## config.mk

```make
export PLATFORM = sky130hd
export DESIGN_NAME = otc_trim_loop
export DESIGN_NICKNAME = d
export VERILOG_FILES = /design/src/rtl/otc_pkg.sv /design/src/rtl/otc_ref_sync.sv /design/src/rtl/otc_window_counter.sv /design/src/rtl/otc_trim_step.sv /design/src/rtl/otc_trim_loop.sv
export SDC_FILE = /design/constraint.sdc
export NUM_CORES = 1
export LEC_CHECK = 0
export ABC_AREA = 1
export BUFFER_PORTS_ARGS = -buffer_cell sky130_fd_sc_hd__buf_4
export CORE_ASPECT_RATIO = 1.2
export CORE_MARGIN = 5
export CORE_UTILIZATION = 40
export DETAILED_ROUTE_END_ITERATION = 12
export HOLD_SLACK_MARGIN = 0.12
export SLEW_MARGIN = 20
export SYNTH_ARGS = -nofsm -noshare
export SYNTH_HDL_FRONTEND = slang
export SYNTH_SLANG_ARGS = --single-unit
```

## constraint.sdc

```tcl
create_clock -name clk -period 4.5 [get_ports clk]
set_input_delay 0.225 -clock clk [delete_from_list [all_inputs] [get_ports clk]]
set_output_delay 0.225 -clock clk [all_outputs]
set_load 0.01 [all_outputs]
```

## src/rtl/otc_pkg.sv

```systemverilog
package otc_pkg;

  typedef enum logic [1:0] {
    DIR_HOLD  = 2'd0,
    DIR_RAISE = 2'd1,
    DIR_LOWER = 2'd2
  } trim_dir_e;

  // Classify a window count against an inclusive band [lo, hi].
  function automatic trim_dir_e judge_count(input logic [31:0] cnt,
                                            input logic [31:0] lo,
                                            input logic [31:0] hi);
    if (cnt < lo)      return DIR_RAISE;
    else if (cnt > hi) return DIR_LOWER;
    else               return DIR_HOLD;
  endfunction

endpackage

```

## src/rtl/otc_ref_sync.sv

```systemverilog
module otc_ref_sync #(
  parameter int SYNC_STAGES = 2
) (
  input  logic clk,
  input  logic rst,
  input  logic ref_async,
  output logic rise_pulse
);
  logic [SYNC_STAGES-1:0] sync_q;
  logic                   last_q;

  always_ff @(posedge clk) begin
    if (rst) begin
      sync_q     <= '0;
      last_q     <= 1'b0;
      rise_pulse <= 1'b0;
    end else begin
      sync_q     <= {sync_q[SYNC_STAGES-2:0], ref_async};
      last_q     <= sync_q[SYNC_STAGES-1];
      rise_pulse <= sync_q[SYNC_STAGES-1] & ~last_q;
    end
  end
endmodule

```

## src/rtl/otc_window_counter.sv

```systemverilog
module otc_window_counter #(
  parameter int CNT_W    = 16,
  parameter int WIN_REFS = 32
) (
  input  logic             clk,
  input  logic             rst,
  input  logic             enable,
  input  logic             ref_rise,
  output logic             win_done,
  output logic [CNT_W-1:0] win_cycles
);
  localparam int REF_W = $clog2(WIN_REFS + 1);
  localparam logic [REF_W-1:0] LAST_REF = REF_W'(WIN_REFS - 1);
  localparam logic [CNT_W-1:0] CNT_SAT  = {CNT_W{1'b1}};

  logic             armed_q;
  logic [REF_W-1:0] refs_q;
  logic [CNT_W-1:0] cnt_q;
  logic [CNT_W-1:0] cnt_inc;

  assign cnt_inc    = (cnt_q == CNT_SAT) ? cnt_q : cnt_q + 1'b1;
  assign win_done   = enable & ref_rise & armed_q & (refs_q == LAST_REF);
  assign win_cycles = cnt_q;

  always_ff @(posedge clk) begin
    if (rst || !enable) begin
      armed_q <= 1'b0;
      refs_q  <= '0;
      cnt_q   <= '0;
    end else if (ref_rise) begin
      if (!armed_q || refs_q == LAST_REF) begin
        // opening edge, or closing edge that also opens the next window
        armed_q <= 1'b1;
        refs_q  <= '0;
        cnt_q   <= CNT_W'(1);
      end else begin
        refs_q  <= refs_q + 1'b1;
        cnt_q   <= cnt_inc;
      end
    end else if (armed_q) begin
      cnt_q <= cnt_inc;
    end
  end
endmodule

```

## src/rtl/otc_trim_step.sv

```systemverilog
module otc_trim_step
  import otc_pkg::*;
#(
  parameter int CNT_W     = 16,
  parameter int TRIM_W    = 6,
  parameter int TOL       = 40,
  parameter int LOCK_RUN  = 2,
  parameter int TRIM_INIT = 2 ** (TRIM_W - 1)
) (
  input  logic              clk,
  input  logic              rst,
  input  logic              win_done,
  input  logic [CNT_W-1:0]  win_cycles,
  input  logic [CNT_W-1:0]  target_count,
  output logic [TRIM_W-1:0] trim_code,
  output logic              locked,
  output logic [CNT_W-1:0]  meas_count,
  output logic              meas_valid
);
  localparam logic [TRIM_W-1:0] TRIM_MAX = {TRIM_W{1'b1}};
  localparam int RUN_W = $clog2(LOCK_RUN + 1);
  localparam logic [RUN_W-1:0] RUN_FULL = RUN_W'(LOCK_RUN);

  logic [31:0]      band_lo, band_hi;
  trim_dir_e        dir;
  logic [RUN_W-1:0] run_q;
  logic [RUN_W-1:0] run_next;

  always_comb begin
    band_hi = 32'(target_count) + 32'(TOL);
    band_lo = (32'(target_count) > 32'(TOL)) ? 32'(target_count) - 32'(TOL) : 32'd0;
    dir     = judge_count(32'(win_cycles), band_lo, band_hi);
    run_next = (run_q == RUN_FULL) ? run_q : run_q + 1'b1;
  end

  always_ff @(posedge clk) begin
    if (rst) begin
      trim_code  <= TRIM_W'(TRIM_INIT);
      locked     <= 1'b0;
      meas_count <= '0;
      meas_valid <= 1'b0;
      run_q      <= '0;
    end else begin
      meas_valid <= win_done;
      if (win_done) begin
        meas_count <= win_cycles;
        unique case (dir)
          DIR_RAISE: begin
            if (trim_code != TRIM_MAX) trim_code <= trim_code + 1'b1;
            run_q  <= '0;
            locked <= 1'b0;
          end
          DIR_LOWER: begin
            if (trim_code != '0) trim_code <= trim_code - 1'b1;
            run_q  <= '0;
            locked <= 1'b0;
          end
          default: begin
            run_q  <= run_next;
            locked <= (run_next == RUN_FULL);
          end
        endcase
      end
    end
  end
endmodule

```

## src/rtl/otc_trim_loop.sv

```systemverilog
module otc_trim_loop #(
  parameter int CNT_W     = 16,
  parameter int TRIM_W    = 6,
  parameter int WIN_REFS  = 32,
  parameter int TOL       = 40,
  parameter int LOCK_RUN  = 2,
  parameter int TRIM_INIT = 2 ** (TRIM_W - 1)
) (
  input  logic              clk,
  input  logic              rst,
  input  logic              enable,
  input  logic              ref_clk,
  input  logic [CNT_W-1:0]  target_count,
  output logic [TRIM_W-1:0] trim_code,
  output logic              locked,
  output logic [CNT_W-1:0]  meas_count,
  output logic              meas_valid
);
  logic             ref_rise;
  logic             win_done;
  logic [CNT_W-1:0] win_cycles;

  otc_ref_sync #(.SYNC_STAGES(2)) u_sync (
    .clk        (clk),
    .rst        (rst),
    .ref_async  (ref_clk),
    .rise_pulse (ref_rise)
  );

  otc_window_counter #(.CNT_W(CNT_W), .WIN_REFS(WIN_REFS)) u_win (
    .clk        (clk),
    .rst        (rst),
    .enable     (enable),
    .ref_rise   (ref_rise),
    .win_done   (win_done),
    .win_cycles (win_cycles)
  );

  otc_trim_step #(
    .CNT_W(CNT_W), .TRIM_W(TRIM_W), .TOL(TOL),
    .LOCK_RUN(LOCK_RUN), .TRIM_INIT(TRIM_INIT)
  ) u_step (
    .clk          (clk),
    .rst          (rst),
    .win_done     (win_done),
    .win_cycles   (win_cycles),
    .target_count (target_count),
    .trim_code    (trim_code),
    .locked       (locked),
    .meas_count   (meas_count),
    .meas_valid   (meas_valid)
  );
endmodule

```

==> impl_metrics.csv <==
group,metric,value,unit
run_status,outcome,"completed",
power,pwr-share-seq,55.1,%
final_layout,stdcell_area,4288,µm²
placed_design,gp_congestion,0.8159,
yosys,synth_fa_ha_area_share,13.77,%
yosys,yosys.area.top_type,"dfxtp_1",
sta,setup_slack,0.5962,ns
yosys,netlist_top_cells_count,"nand2_1, nor2_1, inv_1, dfxtp_1, a21oi_1",
sta,worst_slew_pin_slew,0.8962,ns
final_layout,final_nets,639,
yosys,synth-seq-cells,52,
power,p_sw_share,26.91,%
worst_setup_path,critPathArrivalTime,4.08,ns
route,routed_wl,8934,µm
yosys,synth_fp_nets,601,
route,firstDrtPassIters,4,
sta,max_freq,256.2,MHz
global_route,overflow,0,
final_layout,n_antenna_cell,0,
hold_path,hp-class,"input pin to flip-flop",
global_route,grt_pass1_vias,3394,
floorplanning,io_pins,44,
floorplanning,rows,38,
final_layout,drive_above_1_share,14.51,%
placed_design,hpwl,7267,µm
sta,fin_skew,0.004873,ns
route,ant_nets,0,
route,vias,3488,
route,wl_per_cell,12.78,µm
worst_setup_path,cp.required,4.67,ns
route,drtIter0Drc,115,
sta,rsz0062_at_grt,"false",
yosys,ys_types,39,
floorplanning,coreArea,9129,µm²
floorplanning,start_util,41.42,%
worst_setup_path,worst-setup-path-type,"input pin to flip-flop",
yosys,syn-cell-area,3781,µm²
final_layout,final_util,46.97,%
sta,fin_crit,3.904,ns
cts,cts_setup_buffers,0,
cts,clkSinkCount,52,
power,p_sw,226.4,µW
cts,cts_buffers,5,
cts,root_buffer,"clkbuf_8",
sta,slew_viol_final,0,
cts,h-tree-depth,2,
yosys,synthCells,540,
power,power.internal,614.9,µW
final_layout,area_growth,13.40,%
global_route,grt_use_total,15.81,%
worst_setup_path,critPathMaxFanout,15,
floorplanning,die_x,98.76,µm
yosys,yosys.area_share.xor_xnor,4.864,%
sta,hold_ws,0.1393,ns
yosys,ys.flop_type,"dfxtp_1",
floorplanning,die_area,11510,µm²
worst_setup_path,cp_slowest_cell,"ha_1",
yosys,yosys.area.top_type_share,27.53,%
worst_setup_path,start_kind,"input pin",
power,p_comb_share,13.1,%
cts,path_clk_slew,0.09,ns
route,drc,0,
worst_setup_path,end_kind,"flip-flop",
placed_design,io_buffer_count,43,
yosys,yosysSeqAreaShare,27.53,%
worst_setup_path,path_common_cell,"nand3_1",
yosys,synth_area_leaders,"dfxtp_1, ha_1, nand2_1",
sta,max_slew_margin,40.19,%
global_route,grt_pass1_wl,15080,µm
yosys,avgSynthCellArea,7.002,µm²
placed_design,pre_cts_ws,0.06939,ns
route,vias_per_cell,4.990,
yosys,synth-simple-area-share,31.63,%
yosys,synth.most_common_cell,"nand2_1",
sta,finalCritPeriodShare,86.75,%
yosys,synth_top_family_by_area,"simple AND/OR/NAND/NOR gates",
global_route,grt_max_degree,32,
run,drv_cap,0,
floorplanning,die_h,116.5,µm
power,powerDensity,196.2,nW/µm²
cts,clk_path_buf_depth,2,
worst_setup_path,cpPeakStageDelay,0.35,ns
yosys,synthMuxAreaShare,0,%
sta,tns,0,ns
power,p_total,841.3,µW
sta,final-hold-violation-count,0,
final_layout,fin_cells,699,
power,clkPwrFrac,31.8,%
cts,tritoncts,"done",
cts,clock_latency,0.30,ns
placed_design,placed_cells,690,
yosys,synth_compound_area_share,13.43,%
power,ir_drop,0.0001318,V
global_route,grt_antenna_before_repair,0,
power,power_leakage,1.970,nW
sta,setup-violations-final,0,
yosys,yosys_warnings,0,
yosys,synth_edf_count,0,
placed_design,postPlaceCellArea,4182,µm²
yosys,async_reset_ff_share,0,%
-- area by class of cell --
| type | instances | area, µm² |
|---|---|---|
| Clock inverter | 2 | 16.27 |
| Inverter | 69 | 259.0 |
| Timing Repair Buffer | 44 | 332.8 |
| Fill cell | 966 | 4841 |
| Multi-Input combinational cell | 406 | 2416 |
| Clock buffer | 6 | 72.57 |
| Sequential cell | 52 | 1041 |
| Tap cell | 120 | 150.1 |
-- power by group through the flow --
stage	Sequential [mW]	Clock (mW)	Combinational (mW)
floorplan	0.474	0	0.0752
global placement	0.474	0	0.109
detailed placement	0.474	0	0.109
CTS	0.464	0.280	0.111
global route	0.464	0.296	0.126
finish	0.464	0.268	0.110
-- registers in the layout, indices dropped and copies added (netlist names) --
signal             flops
u_step.run_q           2
u_sync.rise_pulse      1
u_sync.sync_q          2
u_step.meas_valid      1
u_sync.last_q          1
u_win.armed_q          1
u_step.meas_count     16
u_step.trim_code       6
u_win.win_cycles      16
u_win.refs_q           6
-- worst paths after layout --
kind	from	cells after the start	slack (ns)	endpoint
setup / recovery	target_count[3]	28	0.60	u_step.trim_code[5]
hold / removal	rst	2	0.14	u_sync.sync_q[0]
setup reg to reg	u_win.win_cycles[0]	22	1.07	u_step.trim_code[5]
hold reg to reg	u_sync.last_q	1	0.40	u_sync.rise_pulse
-- cells in the final DEF (no fill, tap or decap), types with 2 or more instances in the layout --
| cell type | n |
|---|---|
| xnor2_1 | 2 |
| nand3_1 | 30 |
| a21oi_1 | 44 |
| a211oi_1 | 2 |
| a31oi_1 | 2 |
| nor3_1 | 17 |
| nand2_2 | 6 |
| nor4_1 | 4 |
| nor2_4 | 4 |
| inv_1 | 63 |
| nand3_2 | 2 |
| inv_2 | 5 |
| o21ai_1 | 6 |
| nand4_1 | 11 |
| buf_4 | 43 |
| clkbuf_8 | 5 |
| nor2_2 | 4 |
| nand2_1 | 90 |
| nand2_4 | 5 |
| o21ai_0 | 34 |
| xor2_1 | 19 |
| nor2_1 | 72 |
| dfxtp_1 | 52 |
| ha_1 | 40 |
-- critical path, delay by kind of cell --
| family | cells | cell delay (ns) |
|---|---|---|
| AO/OA/AOI/OAI | 5 | 0.83 |
| adder cells (fa/ha/maj) | 3 | 0.91 |
| buffers and inverters | 5 | 0.39 |
| AND/OR/NAND/NOR | 15 | 1.74 |
-- cell families (layout without fill, tap and decap cells) --
family	Yosys count	after routing
simple gates	252	252
xor+xnor	21	21
fa+ha+maj	41	41
buf+inv	82	121
flops	52	52
compound gates	92	92
-- metal layers --
metal,GRT usage [%],routed length [µm]
met4,5.282,138
met1,18.74,4046
met3,2.569,275
met2,28.99,4474
met5,0,0
-- what timing repair did --
item | in CTS | in global routing
setup endpoints to repair | 0 | 1
endpoints found under the hold margin | 1 | 0
hold buffers | 1 | 0
resized for setup | 0 | 2
(Power assumes the default switching activity.)
